### src/rtl/tapsr_pkg.sv
package tapsr_pkg;
  // strobes handed from control to every lane datapath
  typedef struct packed {
    logic shiftStb;
    logic clearStb;
  } laneStb_t;
endpackage

### src/rtl/tapsr_ctrl.sv
module tapsr_ctrl
  import tapsr_pkg::*;
(
  input  logic     rstN,
  input  logic     shiftEn,
  output laneStb_t stb
);
  // clear wins over shifting
  always_comb begin
    stb.clearStb = ~rstN;
    stb.shiftStb = shiftEn & rstN;
  end
endmodule

### src/rtl/tapsr_lane.sv
module tapsr_lane
  import tapsr_pkg::*;
#(
  parameter int LEN     = 64,
  parameter int TAP_POS = 60
) (
  input  logic     clk,
  input  laneStb_t stb,
  input  logic     selExt,
  input  logic     serIn,
  output logic     tapOut,
  output logic     endOut
);
  localparam int TAP_IDX = TAP_POS - 1;
  localparam int END_IDX = LEN - 1;

  // bit 0 is the entry stage, bit END_IDX the last
  logic [LEN-1:0] stages;
  logic           entryBit;

  always_comb entryBit = selExt ? serIn : stages[END_IDX];

  always_ff @(posedge clk) begin
    if (stb.clearStb)      stages <= '0;
    else if (stb.shiftStb) stages <= {stages[LEN-2:0], entryBit};
  end

  assign tapOut = stages[TAP_IDX];
  assign endOut = stages[END_IDX];

  AST_HOLD_IDLE: assert property (@(posedge clk) disable iff (stb.clearStb)
    !stb.shiftStb |=> $stable(stages));
  AST_LOAD_ENTRY: assert property (@(posedge clk) disable iff (stb.clearStb)
    (stb.shiftStb && selExt) |=> (stages[0] == $past(serIn)));
  AST_RECIRC_ENTRY: assert property (@(posedge clk) disable iff (stb.clearStb)
    (stb.shiftStb && !selExt) |=> (stages[0] == $past(endOut)));
  AST_TAP_ADVANCE: assert property (@(posedge clk) disable iff (stb.clearStb)
    stb.shiftStb |=> (stages[TAP_IDX+1] == $past(tapOut)));
endmodule

### src/rtl/tapped_recirc_sr.sv
module tapped_recirc_sr
  import tapsr_pkg::*;
#(
  parameter int NUM_CH  = 3,
  parameter int LEN     = 64,
  parameter int TAP_POS = 60
) (
  input  logic              clk,
  input  logic              rstN,
  input  logic              shiftEn,
  input  logic [NUM_CH-1:0] loadCtl,
  input  logic [NUM_CH-1:0] serIn,
  output logic [NUM_CH-1:0] tapOut,
  output logic [NUM_CH-1:0] endOut
);
  laneStb_t stb;

  tapsr_ctrl u_ctrl (
    .rstN   (rstN),
    .shiftEn(shiftEn),
    .stb    (stb)
  );

  for (genvar ch = 0; ch < NUM_CH; ch++) begin : g_lane
    tapsr_lane #(.LEN(LEN), .TAP_POS(TAP_POS)) u_lane (
      .clk   (clk),
      .stb   (stb),
      .selExt(loadCtl[ch]),
      .serIn (serIn[ch]),
      .tapOut(tapOut[ch]),
      .endOut(endOut[ch])
    );
  end
endmodule

### config.mk
export PLATFORM = sky130hd
export DESIGN_NAME = tapped_recirc_sr
export DESIGN_NICKNAME = d
export VERILOG_FILES = /design/src/rtl/tapsr_pkg.sv /design/src/rtl/tapsr_ctrl.sv /design/src/rtl/tapsr_lane.sv /design/src/rtl/tapped_recirc_sr.sv
export SDC_FILE = /design/constraint.sdc
export NUM_CORES = 1
export LEC_CHECK = 0
export BUFFER_PORTS_ARGS = -buffer_cell sky130_fd_sc_hd__buf_2
export CAP_MARGIN = 0
export CORE_MARGIN = 1.5
export CORE_UTILIZATION = 40
export CTS_CLUSTER_DIAMETER = 50
export DETAILED_ROUTE_END_ITERATION = 10
export GPL_TIMING_DRIVEN = 0
export RECOVER_POWER = 100
export REMOVE_ABC_BUFFERS = 1
export SLEW_MARGIN = 20
export SYNTH_ARGS = -nofsm -noshare
export SYNTH_HDL_FRONTEND = slang
export SYNTH_SLANG_ARGS = --single-unit
### constraint.sdc
create_clock -name clk -period 3.1 [get_ports clk]
set_input_delay 0.775 -clock clk [delete_from_list [all_inputs] [get_ports clk]]
set_output_delay 0.775 -clock clk [all_outputs]
set_load 0.01 [all_outputs]
# Word level (Yosys, flattened, before mapping)
# Cells that the tools add are included.
# classes
n_mux	3
bitwise_logic	1
# op_table
operator	n
1-bit two-way mux	3
1-bit bitwise AND	1
# totals
ff_bits	192
in_bits	9
out_inout_bits	6
elab_cells	7

# Logic depth before layout (Yosys ltp)
# depth
ltp_word	1
ltp_mapped	5
depth_no_buf	2

# Cells and area by module
# Synthesis repeated with hierarchy kept, for this count alone.
# unflattened
cells_unflattened	623
area_unflattened_um2	6830.3
# modules_own_cells
module	n_inst	cells_per_inst	area_per_inst_um2	seq_area_each_um2
tapsr_lane	3	207	2273.4	1281.2
tapsr_ctrl	1	2	10.0	0.0

# Worst setup path after synthesis
# Ideal clock, no wire load.
# synth_timing
path_kind	input-to-reg
startpoint	input shiftEn
endpoint	register g_lane[0].u_lane.stages[60]
setup_ps	116
t_arrival_ps	1437
required_time_ps	2984
setup_slack_ps	1547
stages	5
n_path_buf	3
path_cell_list	buf_4 -> buf_12 -> buf_12 -> mux2i_1 -> nor2b_1
# synth_between
elab_chain_len	1
# synth_lines
item	line	source
start: declaration	tapped_recirc_sr.sv:10	input logic shiftEn,
1-bit bitwise AND	tapsr_ctrl.sv:11	stb.shiftStb = shiftEn & rstN;
end signal: assignment	tapsr_lane.sv:25	else if (stb.shiftStb) stages <= {stages[LEN-2:0], entryBit};
end: declaration	tapsr_lane.sv:18	logic [LEN-1:0] stages;
# Every way passes these cells.
# A chain may end at the register's enable or synchronous reset.

# Worst setup path after layout
# layout_timing
startpoint	input shiftEn
endpoint	register g_lane[1].u_lane.stages[5]
# layout_between
elab_chain_len	1
# layout_lines
item	line
1-bit bitwise AND	tapsr_ctrl.sv:11
end signal: assignment	tapsr_lane.sv:25
end: declaration	tapsr_lane.sv:18
# Every way passes these cells.

==> reports/metrics.json <==
{
  "power.static_leakage_uw": 0.00314,
  "reg2regPathDepth": 2,
  "max-slew-margin-rel_pct": 19.1,
  "synth.yosys.seq_area_share_pct": 51.4,
  "worstHoldPathCells": 2,
  "core-area_um2": 18100,
  "postSynthAreaPerCell_um2": 11.9,
  "grt_pass1_wl_um": 16300,
  "endpoint_kind_of_the_worst_setup_timing_path": "flip-flop",
  "post_drt_via_cell_ratio": 4.46,
  "clockBufferDepth": 2,
  "rsz0062_at_grt": "false",
  "timing.critical_path.cells": "buf_8 -> buf_16 -> buf_16 -> mux2i_1 -> nor2b_1",
  "final-hold-violation-count": 0,
  "yosysUniqueCellTypes": 10,
  "cts_root_buffer": "sky130_fd_sc_hd__clkbuf_16",
  "insertedDiodeCount": 0,
  "postLayoutCoreUtil_pct": 43.8,
  "die_area_um2": 19500,
  "critical_path.reg2reg.endpoint": "g_lane[0].u_lane.stages[0]$_SDFFE_PN0P_",
  "groute.usage.overall_pct": 10.1,
  "cts-hold-fix-buffers": 0,
  "finalCritPeriodShare_pct": 67.8,
  "max_slew.worst_pin.slew_ps": 1210,
  "port_buffers": 14,
  "row_count": 49,
  "period_minus_slack_ps": 2100,
  "max_cap_violations": 0,
  "synth_largest_area_cell": "sky130_fd_sc_hd__dfxtp_1",
  "fin_worst_skew_ps": 6.28,
  "asyncSetResetFlopFracSynth_pct": 0,
  "start_util_pct": 41.2,
  "flop_and_latch_count_out_of_synthesis": 192,
  "htree_levels": 4,
  "rr_startpoint": "g_lane[0].u_lane.stages[63]$_SDFFE_PN0P_",
  "cts_sinks": 192,
  "reg.largest.list": "g_lane.u_lane.stages: 192 flops",
  "postRouteAntennaNets": 0,
  "syn_to_final_growth_pct": 6.33,
  "yosysWarnings": 0,
  "clk_transition_reported_paths_ps": 60,
  "post_layout_nets": 624,
  "timing.critical_path.slowest_cell_delay_ps": 440,
  "post-dp-hpwl_um": 5380,
  "place_congestion": 0.641,
  "tritoncts": "built",
  "drt_iter0_drc": 160,
  "final_layout_size_suffix_gt1_share_pct": 6.22,
  "largest_register_ffs": 192,
  "dominantRegCellSynth": "sky130_fd_sc_hd__dfxtp_1",
  "routed-via-count": 3818,
  "timing.final.setup_violations": 0,
  "worstSetupStartpoint": "shiftEn",
  "post_synth_instance_area_um2": 7470,
  "drt_pre_antenna_iters": 7,
  "cts_setup_buffers": 0,
  "timing.critical_path.mode_cell": "sky130_fd_sc_hd__buf_16",
  "synthesis.instances": 628,
  "worstSetupStartpointType": "primary input",
  "cp.arrival_ps": 2410,
  "fmaxAchievable_mhz": 476,
  "die_width_um": 140,
  "failing_checks": "DRC",
  "critical_path.slowest_cell": "sky130_fd_sc_hd__buf_8",
  "cts_resized": 0,
  "hold_slack_ps": 514,
  "vdd_drop_max_uv": 320,
  "route.detailed.wl_per_inst_um": 10.7,
  "critPathKind": "primary input to flip-flop",
  "clock_latency_ps": 420,
  "synth_commonest_cells": "sky130_fd_sc_hd__dfxtp_1 (192), sky130_fd_sc_hd__mux2i_1 (192), sky130_fd_sc_hd__nor2b_1 (189)",
  "dieHeight_um": 140,
  "status": "complete, but fails checks",
  "tritoncts.num_buffers": 17,
  "postRouteWirelength_um": 9190,
  "first_global_vias": 3705,
  "critPathMaxFanout": 72,
  "power-per-cell-area_nw_per_um2": 586,
  "post_synth_main_area_contributors": "sky130_fd_sc_hd__dfxtp_1 (51%), sky130_fd_sc_hd__mux2i_1 (26%), sky130_fd_sc_hd__nor2b_1 (16%)",
  "globalRoute.totalOverflow": 0,
  "largest_net_degree_at_the_start_of_global_routing": 156,
  "hold_path_sink": "g_lane[0].u_lane.stages[58]$_SDFFE_PN0P_",
  "final_max_slew_viol_count": 0,
  "reg_to_reg_slack_setup_ps": 2390,
  "required_ps": 3410,
  "top_register": "g_lane.u_lane.stages",
  "drc_violations_left": 3,
  "synth_enable_flop_cells": 0,
  "worst_hold_path_type": "flip-flop to flip-flop",
  "num_io_pins": 15,
  "grt_antenna_before_repair": 0,
  "worstHoldStart": "g_lane[0].u_lane.stages[57]$_SDFFE_PN0P_",
  "synth_top_cell_area_share_pct": 51.4
}
==> layer usage <==
layer / up-vias / track usage, % / wire length [um]
li1: 2043 / - / -
met1: 1736 / 12.4 / 4870
met2: 28 / 15.5 / 3830
met3: 11 / 3.96 / 342
met4: 0 / 4.49 / 142
met5: - / 0 / 0
==> placed cells by master, fill, tap and decap left out <==
master,n
sky130_fd_sc_hd__dfxtp_1,192
sky130_fd_sc_hd__bufinv_16,1
sky130_fd_sc_hd__nor2b_1,189
sky130_fd_sc_hd__mux2i_1,192
sky130_fd_sc_hd__o21ai_0,3
sky130_fd_sc_hd__clkbuf_8,1
sky130_fd_sc_hd__clkinvlp_4,3
sky130_fd_sc_hd__clkbuf_4,1
sky130_fd_sc_hd__clkinv_4,2
sky130_fd_sc_hd__a21oi_1,3
sky130_fd_sc_hd__clkbuf_1,9
sky130_fd_sc_hd__buf_6,1
sky130_fd_sc_hd__clkbuf_16,17
sky130_fd_sc_hd__clkinv_2,4
sky130_fd_sc_hd__buf_2,6
sky130_fd_sc_hd__buf_16,2
sky130_fd_sc_hd__buf_8,1
==> logic make-up (layout without fill, tap and decap cells) <==
group / Yosys count / count (layout) / share of synthesized area [%]
AND/OR/NAND/NOR: 189 / 189 / 15.8
multiplexers: 192 / 192 / 25.7
AO/OA/AOI/OAI: 6 / 6 / 0.402
buffers and inverters: 49 / 48 / 6.63
flip-flops: 192 / 192 / 51.4
==> power breakdown <==
group	leakage [uW]	internal [uW]	switching [uW]
clock network	0.000259	1120	871
registers	0.00155	2470	2.31
logic	0.00134	98.6	91.9
==> layout make-up <==
type	instances	area, um2
Timing Repair Buffer	17	141
Sequential cell	192	3840
Clock buffer	21	450
Multi-Input combinational cell	387	3130
Fill cell	1653	10200
Clock inverter	10	90.1
Tap cell	229	287
==> stage by stage <==
| step | cells | power [uW] | area [um2] | setup slack [ps] | TNS, ps |
|---|---|---|---|---|---|
| 2_1_floorplan | 579 | 2610 | 6980 | 1960 | 0 |
| 3_3_place_gp | 822 | 2760 | 7330 | -2090 | -391020 |
| 3_5_place_dp | 825 | 2720 | 7430 | 524 | 0 |
| 4_1_cts | 856 | 4730 | 7970 | 992 | 0 |
| 5_1_grt | 856 | 4840 | 7950 | 876 | 0 |
| 6_report | 856 | 4650 | 7950 | 999 | 0 |
==> worst max-delay path, delay by kind of cell <==
kind	cells	cell delay, ps
buffers and inverters	3	1200
and+or+nand+nor	1	60
muxes	1	250
==> worst max path at each step <==
stage	end	slack [ps]	cells past startpoint
2_1_floorplan	tapOut[0]	1960	0
3_3_place_gp	g_lane[2].u_lane.stages[0]$_SDFFE_PN0P_	-2090	3
4_1_cts	g_lane[1].u_lane.stages[19]$_SDFFE_PN0P_	990	5
5_1_grt	g_lane[1].u_lane.stages[16]$_SDFFE_PN0P_	880	5
6_report	g_lane[1].u_lane.stages[5]$_SDFFE_PN0P_	1000	5
3_5_place_dp	g_lane[1].u_lane.stages[19]$_SDFFE_PN0P_	520	5
Power figures use the tool's default switching activity.
